<file path="src/rtl/pdpt_pkg.sv">
package pdpt_pkg;
   typedef enum logic [1:0] {
      ST_IDLE = 2'd0,
      ST_REQ  = 2'd1,
      ST_WAIT = 2'd2
   } fetch_state_t;

   // Reserved positions of a top-level pointer entry
   function automatic bit is_reserved(input int bitpos, input int pa_w);
      return (bitpos == 1) || (bitpos == 2) ||
             (bitpos >= 5 && bitpos <= 8) || (bitpos >= pa_w);
   endfunction
endpackage

</file>
<file path="src/rtl/pdpt_entry_check.sv">
module pdpt_entry_check #(
   parameter int ENTRY_W = 64,
   parameter int PA_W    = 36
) (
   input  logic [ENTRY_W-1:0] data,
   output logic               bad
);
   function automatic logic [ENTRY_W-1:0] build_mask();
      logic [ENTRY_W-1:0] m;
      for (int i = 0; i < ENTRY_W; i++) m[i] = pdpt_pkg::is_reserved(i, PA_W);
      return m;
   endfunction

   localparam logic [ENTRY_W-1:0] RSV_MASK = build_mask();

   // present bit required, reserved bits must be zero
   assign bad = !data[0] || (|(data & RSV_MASK));
endmodule

</file>
<file path="src/rtl/pdpt_fetch_fsm.sv">
module pdpt_fetch_fsm #(
   parameter int VA_W    = 32,
   parameter int ENTRIES = 4,
   parameter int ENTRY_W = 64
) (
   input  logic                       clk,
   input  logic                       rst_n,
   input  logic                       start,
   input  logic [VA_W-1:0]            start_base,
   output logic                       req_valid,
   input  logic                       req_ready,
   output logic [VA_W-1:0]            req_addr,
   input  logic                       rsp_valid,
   input  logic                       entry_bad,
   output logic                       wr_en,
   output logic [$clog2(ENTRIES)-1:0] wr_idx,
   output logic                       commit,
   output logic                       fault_now,
   output logic                       busy,
   output logic                       gp_fault
);
   import pdpt_pkg::*;

   localparam int IDX_W    = $clog2(ENTRIES);
   localparam int BYTE_LSB = $clog2(ENTRY_W / 8);
   localparam int BASE_LSB = IDX_W + BYTE_LSB;
   localparam logic [IDX_W-1:0] LAST_IDX = IDX_W'(ENTRIES - 1);

   fetch_state_t              st;
   logic [VA_W-1:BASE_LSB]    base_q;
   logic [IDX_W-1:0]          idx;
   logic                      bad_q;
   logic                      fault_q;
   logic                      done;
   logic                      any_bad;
   logic                      unused_base_lo;

   assign unused_base_lo = ^start_base[BASE_LSB-1:0];

   assign req_valid = (st == ST_REQ);
   assign req_addr  = {base_q, idx, {BYTE_LSB{1'b0}}};
   assign wr_en     = (st == ST_WAIT) && rsp_valid;
   assign wr_idx    = idx;
   assign done      = wr_en && (idx == LAST_IDX);
   assign any_bad   = bad_q || entry_bad;
   assign commit    = done && !any_bad;
   assign fault_now = done && any_bad;
   assign busy      = (st != ST_IDLE);
   assign gp_fault  = fault_q;

   always_ff @(posedge clk or negedge rst_n) begin
      if (!rst_n) begin
         st      <= ST_IDLE;
         base_q  <= '0;
         idx     <= '0;
         bad_q   <= 1'b0;
         fault_q <= 1'b0;
      end else begin
         fault_q <= fault_now;
         case (st)
            ST_IDLE: if (start) begin
               base_q <= start_base[VA_W-1:BASE_LSB];
               idx    <= '0;
               bad_q  <= 1'b0;
               st     <= ST_REQ;
            end
            ST_REQ: if (req_ready) st <= ST_WAIT;
            ST_WAIT: if (rsp_valid) begin
               if (idx == LAST_IDX) begin
                  st <= ST_IDLE;
               end else begin
                  idx   <= idx + 1'b1;
                  bad_q <= any_bad;
                  st    <= ST_REQ;
               end
            end
            default: st <= ST_IDLE;
         endcase
      end
   end

   p_req_hold_r3: assert property (@(posedge clk) disable iff (!rst_n)
      (req_valid && !req_ready) |=> (req_valid && $stable(req_addr)));

   p_fault_pulse_r7: assert property (@(posedge clk) disable iff (!rst_n)
      gp_fault |=> !gp_fault);
endmodule

</file>
<file path="src/rtl/pdpt_regfile.sv">
module pdpt_regfile #(
   parameter int ENTRIES    = 4,
   parameter int ENTRY_W    = 64,
   parameter int PA_W       = 36,
   parameter int PAGE_SHIFT = 12
) (
   input  logic                       clk,
   input  logic                       rst_n,
   input  logic                       wr_en,
   input  logic [$clog2(ENTRIES)-1:0] wr_idx,
   input  logic [ENTRY_W-1:0]         wr_data,
   input  logic                       commit,
   input  logic                       fault_now,
   input  logic [$clog2(ENTRIES)-1:0] lookup_sel,
   output logic                       valid,
   output logic [PA_W-1:0]            lookup_base
);
   logic [ENTRY_W-1:0] stage [ENTRIES];
   logic [ENTRY_W-1:0] live  [ENTRIES];

   for (genvar g = 0; g < ENTRIES; g++) begin : g_entry
      logic hit;
      assign hit = wr_en && (wr_idx == g);

      always_ff @(posedge clk or negedge rst_n) begin
         if (!rst_n) begin
            stage[g] <= '0;
            live[g]  <= '0;
         end else begin
            if (hit) stage[g] <= wr_data;
            if (commit) live[g] <= hit ? wr_data : stage[g];
         end
      end

      p_fault_freeze_r7: assert property (@(posedge clk) disable iff (!rst_n)
         fault_now |=> (live[g] == $past(live[g])));
   end

   always_ff @(posedge clk or negedge rst_n) begin
      if (!rst_n) valid <= 1'b0;
      else if (commit) valid <= 1'b1;
   end

   // 4 KB aligned page-directory base
   assign lookup_base = {live[lookup_sel][PA_W-1:PAGE_SHIFT], {PAGE_SHIFT{1'b0}}};

   p_valid_sticky_r6: assert property (@(posedge clk) disable iff (!rst_n)
      valid |=> valid);

   p_fault_keeps_valid_r7: assert property (@(posedge clk) disable iff (!rst_n)
      fault_now |=> $stable(valid));
endmodule

</file>
<file path="src/rtl/pdpt_loader.sv">
module pdpt_loader #(
   parameter int VA_W       = 32,
   parameter int ENTRIES    = 4,
   parameter int ENTRY_W    = 64,
   parameter int PA_W       = 36,
   parameter int PAGE_SHIFT = 12
) (
   input  logic                       clk,
   input  logic                       rst_n,
   input  logic                       base_wr,
   input  logic [VA_W-1:0]            base_wr_data,
   input  logic                       paging_on,
   input  logic                       ext_addr_on,
   output logic                       req_valid,
   input  logic                       req_ready,
   output logic [VA_W-1:0]            req_addr,
   input  logic                       rsp_valid,
   input  logic [ENTRY_W-1:0]         rsp_data,
   output logic                       busy,
   output logic                       valid,
   output logic                       gp_fault,
   input  logic [$clog2(ENTRIES)-1:0] lookup_sel,
   output logic [PA_W-1:0]            lookup_pd_base
);
   localparam int IDX_W = $clog2(ENTRIES);

   if (ENTRIES != (1 << IDX_W)) begin : g_bad_entries
      $error("ENTRIES must be a power of two");
   end
   if (PA_W > ENTRY_W || PAGE_SHIFT >= PA_W) begin : g_bad_widths
      $error("PA_W must fit in an entry and exceed PAGE_SHIFT");
   end

   logic             start;
   logic             entry_bad;
   logic             wr_en;
   logic [IDX_W-1:0] wr_idx;
   logic             commit;
   logic             fault_now;

   // both flags required to start a load
   assign start = base_wr && paging_on && ext_addr_on;

   pdpt_entry_check #(.ENTRY_W(ENTRY_W), .PA_W(PA_W)) u_check (
      .data (rsp_data),
      .bad  (entry_bad)
   );

   pdpt_fetch_fsm #(.VA_W(VA_W), .ENTRIES(ENTRIES), .ENTRY_W(ENTRY_W)) u_fsm (
      .clk        (clk),
      .rst_n      (rst_n),
      .start      (start),
      .start_base (base_wr_data),
      .req_valid  (req_valid),
      .req_ready  (req_ready),
      .req_addr   (req_addr),
      .rsp_valid  (rsp_valid),
      .entry_bad  (entry_bad),
      .wr_en      (wr_en),
      .wr_idx     (wr_idx),
      .commit     (commit),
      .fault_now  (fault_now),
      .busy       (busy),
      .gp_fault   (gp_fault)
   );

   pdpt_regfile #(.ENTRIES(ENTRIES), .ENTRY_W(ENTRY_W), .PA_W(PA_W),
                  .PAGE_SHIFT(PAGE_SHIFT)) u_regs (
      .clk         (clk),
      .rst_n       (rst_n),
      .wr_en       (wr_en),
      .wr_idx      (wr_idx),
      .wr_data     (rsp_data),
      .commit      (commit),
      .fault_now   (fault_now),
      .lookup_sel  (lookup_sel),
      .valid       (valid),
      .lookup_base (lookup_pd_base)
   );

   p_idle_quiet_r2: assert property (@(posedge clk) disable iff (!rst_n)
      !busy |-> !req_valid);

   p_fault_idle_r4: assert property (@(posedge clk) disable iff (!rst_n)
      gp_fault |-> !busy);
endmodule

</file>
<file path="config.mk">
export PLATFORM = sky130hd
export DESIGN_NAME = pdpt_loader
export DESIGN_NICKNAME = d
export VERILOG_FILES = /design/src/rtl/pdpt_pkg.sv /design/src/rtl/pdpt_entry_check.sv /design/src/rtl/pdpt_fetch_fsm.sv /design/src/rtl/pdpt_regfile.sv /design/src/rtl/pdpt_loader.sv
export SDC_FILE = /design/constraint.sdc
export NUM_CORES = 1
export LEC_CHECK = 0
export ABC_AREA = 1
export BUFFER_PORTS_ARGS = -buffer_cell sky130_fd_sc_hd__clkbuf_2
export CORE_UTILIZATION = 61
export CTS_CLUSTER_DIAMETER = 120
export DETAILED_ROUTE_END_ITERATION = 6
export GPL_TIMING_DRIVEN = 0
export PLACE_DENSITY = 0.85
export SYNTH_ARGS = -nofsm -noshare
export SYNTH_HDL_FRONTEND = slang
export SYNTH_HIERARCHICAL = 1
export SYNTH_SLANG_ARGS = --single-unit
</file>
<file path="constraint.sdc">
create_clock -name clk -period 4.7 [get_ports clk]
set_input_delay 0.235 -clock clk [delete_from_list [all_inputs] [get_ports clk]]
set_output_delay 0.235 -clock clk [all_outputs]
set_load 0.05 [all_outputs]
</file>
---- Yosys cells after proc, flatten, opt, wreduce, memory -nomap -nowiden ----
Index checks and enable logic that the tools add are counted.
word-level totals
  output and inout bits ................... 72
  RAM bits ................................ 0
  bits in latches ......................... 0
  bits of input ports ..................... 105
  memories ................................ 0
  memory bits (read-only) ................. 0
  register bits ........................... 546
  logic and storage cells ................. 67
operators by class
  bitwise logic cells ..................... 1
  reductions and logical operators ........ 21
  shift-type cells ........................ 0
  add/sub/neg operators ................... 1
  equal/unequal tests ..................... 9
  order comparisons ....................... 1
  divide/modulo/power cells ............... 0
  multipliers ............................. 0
  multiplexer cells ....................... 20
operator list
  cell                                                  count
  2-to-1 mux 64 bit                                     4
  binary-select mux 64 bit (select 2 bit)               1
  2-to-1 mux 36 bit                                     2
  OR reduction 34 bit                                   1
  2-to-1 mux 2 bit                                      6
  logical AND 1 bit                                     9
  equality test 2 bit (second input constant)           3
  != test 2 bit (second input constant)                 3
  one-hot mux 2 bit (3 select lines)                    1
  equality test 2 x 1 -> 1 bit (second input constant)  2
  zero test 2 bit                                       2
  2-to-1 mux 1 bit                                      4
  one-hot mux 2 bit (2 select lines)                    1
  AND reduction 4 bit                                   1
  nonzero test 2 bit                                    2
  >= comparator 3 bit (second input constant)           1
  inverter 2 -> 3 bit                                   1
  AND reduction 3 bit                                   1
  adder 2 x 1 -> 2 bit (second input constant)          1
  zero test 1 bit                                       2
  logical OR 1 bit                                      2
  != test 2 x 1 -> 1 bit (second input constant)        1
  one-hot mux 1 bit (2 select lines)                    1
  AND reduction 2 bit                                   1

---- Depth between registers and ports, before layout ----
Gate-level depths: netlist (run 1).
  word-level depth ........................ 6
  mapped depth ............................ 13
  mapped depth without buffers ............ 10

---- Cells and area by module ----
The synthesis (run 1) kept the hierarchy.
modules (own cells, without submodules)
  module            cells each  sequential area each (sq um)  area each (sq um)  times used
  pdpt_regfile      1149        4829.6                        9167.5             1
  pdpt_fetch_fsm    164         825.8                         1522.7             1
  pdpt_entry_check  30          0.0                           127.6              1
  pdpt_loader       3           0.0                           13.8               1

---- Worst setup path after synthesis (run 1) ----
OpenSTA, ideal clock, no wires.
  kind .................................... reg-to-reg
  start ................................... register u_fsm.idx[0], in the netlist u_fsm/wr_idx[0]
  end ..................................... register u_regs/live[18] in the netlist's numbering
  path slack .............................. 2.736 ns
  data required time ...................... 4.582 ns
  setup time .............................. 0.118 ns
  path buffers ............................ 3
  clock period less this slack ............ 1.964 ns
  arrival time ............................ 1.846 ns
  stages on the path, launching flop included .. 10
  cell sequence ........................... dfrtp_1 > ha_1 > nand2_1 > nor3_2 > buf_2 > clkinv_1 > buf_2 > buf_1 > nand2_1 > nand2_1
between the ends
  longest elaborated chain between the ends .. 3
  elaborated cells on any way between the ends .. 4
  those cells by class .................... 1 x eq/ne; 1 x mux; 2 x reduce/logical
ends and longest elaborated chain
  what                             line                  RTL
  from (decl)                      pdpt_fetch_fsm.sv:31  logic [IDX_W-1:0] idx;
  from (signal assigned)           pdpt_fetch_fsm.sv:72  idx <= idx + 1'b1;
  equality test 2 bit              pdpt_fetch_fsm.sv:44  assign done = wr_en && (idx == LAST_IDX);
  logical AND 1 bit                pdpt_fetch_fsm.sv:44
  logical AND 1 bit                pdpt_fetch_fsm.sv:46  assign commit = done && !any_bad;
  via commit                       pdpt_loader.sv:38     logic commit;
  to (signal, indexed assignment)  pdpt_regfile.sv:31    if (commit) live[g] <= hit ? wr_data : stage[g];
  to (decl)                        pdpt_regfile.sv:19    logic [ENTRY_W-1:0] live [ENTRIES];
The timed path passes the listed nets, and every way through them passes these cells.
A chain may end at the register's enable or synchronous reset.

---- Worst setup path in the final report (run 1) ----
  start ................................... register u_fsm.st[0]
  end ..................................... register u_regs/live[12] in the netlist's numbering
between the ends
  longest elaborated chain between the ends .. 4
  elaborated cells on any way between the ends .. 5
  those cells by class .................... 1 x eq/ne; 1 x mux; 3 x reduce/logical
ends and longest elaborated chain
  what                    line                  RTL
  from (decl)             pdpt_fetch_fsm.sv:29  fetch_state_t st;
  from (signal assigned)  pdpt_fetch_fsm.sv:53  st <= ST_IDLE;
  from (signal assigned)  pdpt_fetch_fsm.sv:65  st <= ST_REQ;
  from (signal assigned)  pdpt_fetch_fsm.sv:67  ST_REQ: if (req_ready) st <= ST_WAIT;
  equality test 2 bit     pdpt_fetch_fsm.sv:42  assign wr_en = (st == ST_WAIT) && rsp_valid;
  logical AND 1 bit       pdpt_fetch_fsm.sv:42
  via wr_en               pdpt_loader.sv:36     logic wr_en;
  logical AND 1 bit       pdpt_fetch_fsm.sv:44
  logical AND 1 bit       pdpt_fetch_fsm.sv:46
  via commit              pdpt_loader.sv:38
The timed path passes the listed nets, and every way through them passes these cells.

==> results.md, run 1 <==
- Vias: around 10k
- Power share of the clock group: between 20% and 30%
- Number of routed nets with antenna violations: 0
- Placed cell areas: 11970 sq um
- Switch Pwr: 2.204 mW
- Clock Latency Late Sink: ~500 ps
- Tmin final: 2658 ps
- Cell Area, Synth: around 11000 sq um
- Combinational share of power: around 30%
- IO Pins: about 180
- Final Hold Viols: 0
- Fin Clk Skew: approximately 7.6 ps
- Hold Crit Start: rsp_data[14]
- # setup viols final: 0
- Post-CTS sizing: 0
- CTS Sinks: ~230
- Final Max Slew Viols: 0
- Pleak: 6.999 nW
- Avg Inst Size Synth: between 8 and 9 sq um
- Die Area: roughly 18000 sq um
- Final Power: around 6.1 mW
- P_int: 3.871 mW
- CP Cell Sequence: inv_1, nand2_1, nor2_2, nand2_1, nor3_2, buf_2, buf_2, buf_1, nand3_1, nand2_1
- Req. time, crit path: between 5000 and 6000 ps
- Detailed-route DRC error count: 0
- MaxCap Viol Count: 0
- Worst min-delay path class: in2reg
- Max Root-Sink Buffers: 3
- Die Ht: between 100 and 150 um
- Commonest non-fill, non-tap cell in the layout: nand2_1
- Initial antenna violation count: 0
- Synth-to-layout area growth: 20.06%
- Fraction of layout cells with a size suffix above 1: 16.08%
- DIE WIDTH: approximately 140 um
- Max incr delay on CP: between 500 and 600 ps
- Fin crit share: around 57%
- First-pass GRT wire length: just under 50 mm
- WP data arrival: 3100 ps
- Initial Utilization: roughly 63%
- All-Layer GR Usage: a little over a third
- Setup repair bufs after CTS: 0
- Placed cells: roughly 1.7k
- Sequential share of power: between 40% and 50%
- TritonRoute pass-1 iters: 5
- Row count: between 40 and 50
- Status: complete, no violations
- Number of antenna diodes: 0
- Synth unique cells: 29
- Vias in the first global route: a little under 10k
- Synthesized instance count: approximately 1.3k
- F_max: 376.3 MHz
- Grt total ovfl: 0
- CTS H-tree lvls: 1
- Switching part of the total power: a little over a third
- Clock-pin slew on the worst setup and hold paths: roughly 60 ps
- Final net count: about 1.7k
- Register area share after synthesis: roughly 52%
- Seq cells post-synth: about 230
- Placer Congestion: roughly 0.89
- Clock root buffer: clkbuf_16
- Most used cell along the critical path: nand2_1
- Inserted Clock Buffers: 23
- Worst VDD drop: 0.5504 mV
- Startpoint class of the critical path: flip-flop
- Worst-path maximum fanout: 10
- Reg2Reg Launch Point: u_fsm/st[0]$_DFFE_PN0P_
- TritonCTS clock tree: yes
- Largest net degree at the start of global routing: 111
- CP Class: reg2reg
- Post-route cell area: between 10000 and 15000 sq um
- Routed vias/inst: around 5.6
- CP max-delay cell: buf_1
- Most frequent cells in the layout: nand2_1, dfrtp_1, inv_1
- Non-filler cells, final: ~1.8k
- Worst slew margin: around 43%
- YS warnings: 6
- Final wirelength: ~31 mm
- Worst setup EP type: flip-flop
- Wire per inst: approximately 17 um
- Starting DRC count in detailed routing: between 1k and 1.5k
- RSZ-0062 raised after global routing: no
- Hold_buf cts: 29
- Worst slew pin tran: 853.1 ps
- Setup TNS Final: 0 ps
- Power per cell area: 467.1 nW/um^2
- Core area: approximately 17000 sq um
- Dpl hpwl: ~20 mm
- Port buffer count: between 100 and 150
- CP startpoint: u_fsm/st[0]$_DFFE_PN0P_
[layer usage]
metal / vias to the layer above / GRT usage [%] / wire length, um
met5: - / 0 / 0
met4: 0 / 14.98 / 1173
met3: 106 / 7.632 / 3319
met1: 4835 / 45.64 / 12170
li1: 4592 / - / -
met2: 620 / 56.44 / 14730
[final cells by class]
class                           count  area (sq um)
Buffer                             93         501.7
Clock inverter                      4         45.04
Timing Repair Buffer              180          1100
Fill cell                        1272          4292
Clock buffer                       37         698.2
Sequential cell                   226          5655
Inverter                          179         671.9
Tap cell                          225         281.5
Multi-Input combinational cell    861          4051
[registers in the layout, summed over array words and instances (netlist names)]
name	count
u_fsm/base_q	27
u_regs/live	96
u_fsm/gp_fault	1
u_regs/valid	1
u_regs/stage	96
u_fsm/wr_idx	2
u_fsm/st	2
u_fsm/bad_q	1
[cell usage after synthesis, drive strengths merged]
cell	instances	area (sq um)
a21oi	25	125.1
and2	96	600.6
buf	64	392.9
clkbuf	29	108.9
clkinv	1	3.750
conb	2	7.510
dfrtp	226	5655
ha	1	12.51
inv	178	668.1
nand2	436	1644
nand3	152	810.8
nand3b	1	7.510
nand4	54	344.1
nor2	31	133.9
nor3	1	10.01
o211ai	24	180.2
o21ai	24	120.1
or2	1	6.260
[power by group through the flow]
stage / Clock (mW) / Combinational, mW / Sequential, mW
2_1_floorplan: 0 / 0.901 / 2.84
3_3_place_gp: 0 / 1.70 / 2.45
3_5_place_dp: 0 / 1.76 / 2.45
4_1_cts: 1.82 / 1.78 / 2.43
5_1_grt: 1.90 / 1.97 / 2.47
6_report: 1.80 / 1.84 / 2.44
[kinds of logic after synthesis]
kind of cell	Yosys count	share of synthesized area (%)
other cells	2	0.06933
fa+ha+maj	1	0.1155
buf+inv	272	10.84
compound gates	73	3.927
flops	226	52.21
simple gates	772	32.84
[final timing paths]
path / cells after the start / slack [ps] / to
worst min register to register: 1 / 460 / u_regs/valid$_DFFE_PN0P_
min in group asynchronous: 2 / 190 / u_regs/stage[219]$_DFF_PN0_
worst max-delay path: 10 / 2040 / u_regs/live[12]$_DFFE_PN0P_
worst max register to register: 10 / 2040 / u_regs/live[12]$_DFFE_PN0P_
worst min-delay path: 4 / 120 / u_regs/stage[142]$_DFF_PN0_
max in group asynchronous: 4 / 3330 / u_fsm/st[1]$_DFFE_PN0P_
[per-stage QoR]
step | worst slack, ps | util (%) | hold slack (ps)
2_1_floorplan | 2736 | - | -60.59
3_3_place_gp | -1079 | 68.84 | 454.9
3_5_place_dp | 2188 | 69.21 | 150.6
4_1_cts | 2108 | 75.19 | 105.6
5_1_grt | 1974 | 75.19 | 127.0
6_report | 2042 | 75.19 | 118.0
[critical path, delay by kind of cell (launching register included)]
kind / cells / cell delay (ps)
buf+inv: 4 / 1250
flops: 1 / 420
simple gates: 6 / 910
Note: power is estimated with default switching activity, not from simulation.
==> run 2: changes to the inputs <==
--- a/config.mk
+++ b/config.mk
@@ -7,11 +7,11 @@
 export LEC_CHECK = 0
 export ABC_AREA = 1
 export BUFFER_PORTS_ARGS = -buffer_cell sky130_fd_sc_hd__clkbuf_2
-export CORE_UTILIZATION = 61
+export CORE_UTILIZATION = 51
 export CTS_CLUSTER_DIAMETER = 120
 export DETAILED_ROUTE_END_ITERATION = 6
 export GPL_TIMING_DRIVEN = 0
-export PLACE_DENSITY = 0.85
+export PLACE_DENSITY = 0.76
 export SYNTH_ARGS = -nofsm -noshare
 export SYNTH_HDL_FRONTEND = slang
 export SYNTH_HIERARCHICAL = 1
==> constraint.sdc (replaced) <==
create_clock -name clk -period 2.4 [get_ports clk]
set_input_delay 0.12 -clock clk [delete_from_list [all_inputs] [get_ports clk]]
set_output_delay 0.12 -clock clk [all_outputs]
set_load 0.05 [all_outputs]
==> run 2 against run 1 <==
  * The flow now finishes with violations (DRC)
  * Via count decreased by 4.5%
  * Hold slack got worse by 110 ps
  * Power rose by 97%
  * Wire length is 4.4% lower
  * Die area grew 19%
  * Sequential power is 95% higher
  * Global-route usage shrank 6.6 points
  * First-iteration DRC count shrank 24%
  * Flip-flop and latch count unchanged
  * Sequential share of layout area is 0.55 points lower
  * Non-clock buffer count is 5 higher
  * Largest power group unchanged
==> results.md, run 2 (synthesis results as in run 1) <==
- Fraction of layout cells with a size suffix above 1: between 10% and 20%
- Placer Congestion: ~0.86
- Commonest non-fill, non-tap cell in the layout: nand2_1
- GR met3 Demand/Resource: under 10%
- Dpl hpwl: between 20 and 25 mm
- Die Ht: between 100 and 150 um
- Reg2Reg Launch Point: u_fsm/st[0]$_DFFE_PN0P_
- Grt total ovfl: 0
- Inserted Clock Buffers: 25
- Row count: 52
- All-Layer GR Usage: between 20 and 30%
- Max Root-Sink Buffers: 3
- Die Area: 21830 sq um
- Worst-path maximum fanout: 10
- DIE WIDTH: around 150 um
- Vias: roughly 9.7k
- Clock-pin slew on the worst setup and hold paths: 60 ps
- Setup ws final: approximately 180 ps
- Final Power: 11.95 mW
- Worst setup EP type: flip-flop
- Final core occ: 64.27%
- Busiest layer in global routing: met2
- Synth-to-layout area growth: 21.60%
- Routed vias/inst: around 5.2
- Number of antenna diodes: 0
- Hold_ws: 11.24 ps
- Worst VDD drop: between 1 and 1.5 mV
- Req. time, crit path: about 2800 ps
- F_max: 449.5 MHz
- Most frequent cells in the layout: nand2_1, dfrtp_1, inv_1
- WP data arrival: 2630 ps
- MaxCap Viol Count: 0
- Number of routed nets with antenna violations: 0
- RSZ-0062 raised after global routing: yes
- Startpoint class of the critical path: flip-flop
- Met1 usage: between 30% and 40%
- Initial antenna violation count: 0
- Port buffer count: between 100 and 150
- Worst min-delay path class: in2reg
- Hold Crit Start: rsp_data[15]
- Starting DRC count in detailed routing: 940
- Status: finished with violations
- Power per cell area: ~910 nW/um^2
- Initial Utilization: 52.85%
- Tmin final: 2225 ps
- Final Hold Viols: 0
- Detailed-route DRC error count: 3
- TritonCTS clock tree: yes
- CP Class: reg2reg
- Fin crit share: between 90% and 100%
- Core area: between 20000 and 25000 sq um
- CTS Sinks: approximately 230
- First-pass GRT wire length: approximately 48 mm
- CTS H-tree lvls: 1
- Wire per inst: 16.16 um
- CP startpoint: u_fsm/st[0]$_DFFE_PN0P_
- Vias in the first global route: 9342
- # fillers: roughly 1.8k
- Clock root buffer: clkbuf_16
- Top Registers: u_regs/live: 96 flops, u_regs/stage: 96 flops, u_fsm/base_q: 27 flops
- Worst slew pin tran: around 730 ps
- Setup repair bufs after CTS: 0
- GR Util met2: between 40% and 50%
- Final net count: around 1.7k
- # setup viols final: 0
- Post-place setup slack: -202.4 ps
- Worst slew margin: 51.60%
- Failing checks: DRC
- Pleak: roughly 7.0 nW
- Final Max Slew Viols: 0
- Largest net degree at the start of global routing: approximately 120
- TritonRoute pass-1 iters: 7
- Fin Clk Skew: 15.84 ps
- Clock Latency Late Sink: between 500 and 600 ps
- IO Pins: ~180
- Final wirelength: between 30 and 40 mm
run 2: cell types whose count changed in the layout (fill, tap and decap cells not counted):
cell and change:
buf_1 -7, clkbuf_1 -6, clkinvlp_4 +6, dlygate4sd3_1 +5, buf_2 +4, clkbuf_8 -4, clkinv_2 +4, clkbuf_4 +3
clkbuf_16 +2, clkbuf_2 +1, clkinv_1 -1, nor2_2 -1, nor2_4 +1
run 2: path summary, 6_finish.rpt:
kind                                                endpoint  slack [ps]  cells past startpoint
min in group asynchronous        u_regs/stage[225]$_DFF_PN0_         250                      3
max in group asynchronous            u_fsm/st[0]$_DFFE_PN0P_        1680                      3
worst max-delay path            u_regs/live[208]$_DFFE_PN0P_         180                     11
worst min-delay path             u_regs/stage[143]$_DFF_PN0_          10                      4
worst max register to register  u_regs/live[208]$_DFFE_PN0P_         180                     11
worst min register to register      u_regs/valid$_DFFE_PN0P_         470                      1
run 2: through the flow:
| stage | cells | TNS [ps] | area [sq um] |
|---|---|---|---|
| 6_report | 1857 | 0 | 13170 |
| 5_1_grt | 1857 | -20.37 | 13170 |
| 4_1_cts | 1857 | 0 | 13160 |
| 3_5_place_dp | 1780 | -4844 | 12030 |
| 3_3_place_gp | 1778 | -747370 | 11960 |
| 2_1_floorplan | 1359 | 0 | 10880 |
run 2: critical path, cell delays in order, from the launching register on:
cell	delay, ps
dfrtp_1	430
inv_1	110
nand2_1	150
nor2_4	190
nand2_1	110
nor3_2	120
clkbuf_4	250
clkinv_2	150
buf_2	210
buf_2	230
nand2_1	100
nand2_1	50
run 2: layout make-up:
cell class	instances	area, sq um	area share [%]
Sequential cell	226	5655	42.94
Multi-Input combinational cell	861	4056	30.80
Timing Repair Buffer	185	1150	8.730
Clock buffer	30	674.4	5.120
Inverter	179	673.1	5.111
Buffer	93	519.2	3.942
Tap cell	270	337.8	2.565
Clock inverter	13	105.1	0.7979
run 2: layer usage:
| metal | up-vias | share of wire [%] |
|---|---|---|
| met5 | - | 0 |
| li1 | 4614 | - |
| met3 | 50 | 9.9 |
| met4 | 0 | 2.3 |
| met1 | 4575 | 41 |
| met2 | 455 | 46 |
run 2: what timing repair did:
item | CTS | global route
hold buffers | 34 | 0
endpoints found under the hold margin | 268 | 0
resized for setup | 8 | 6
pin swaps | 0 | 0
setup endpoints to repair | 40 | 81
cloned | 0 | 0
run 2: power breakdown:
part           internal (mW)  total (mW)  switching, mW
Combinational           1.03        3.53           2.50
Clock                   2.10        3.66           1.56
Sequential              4.47        4.75          0.286
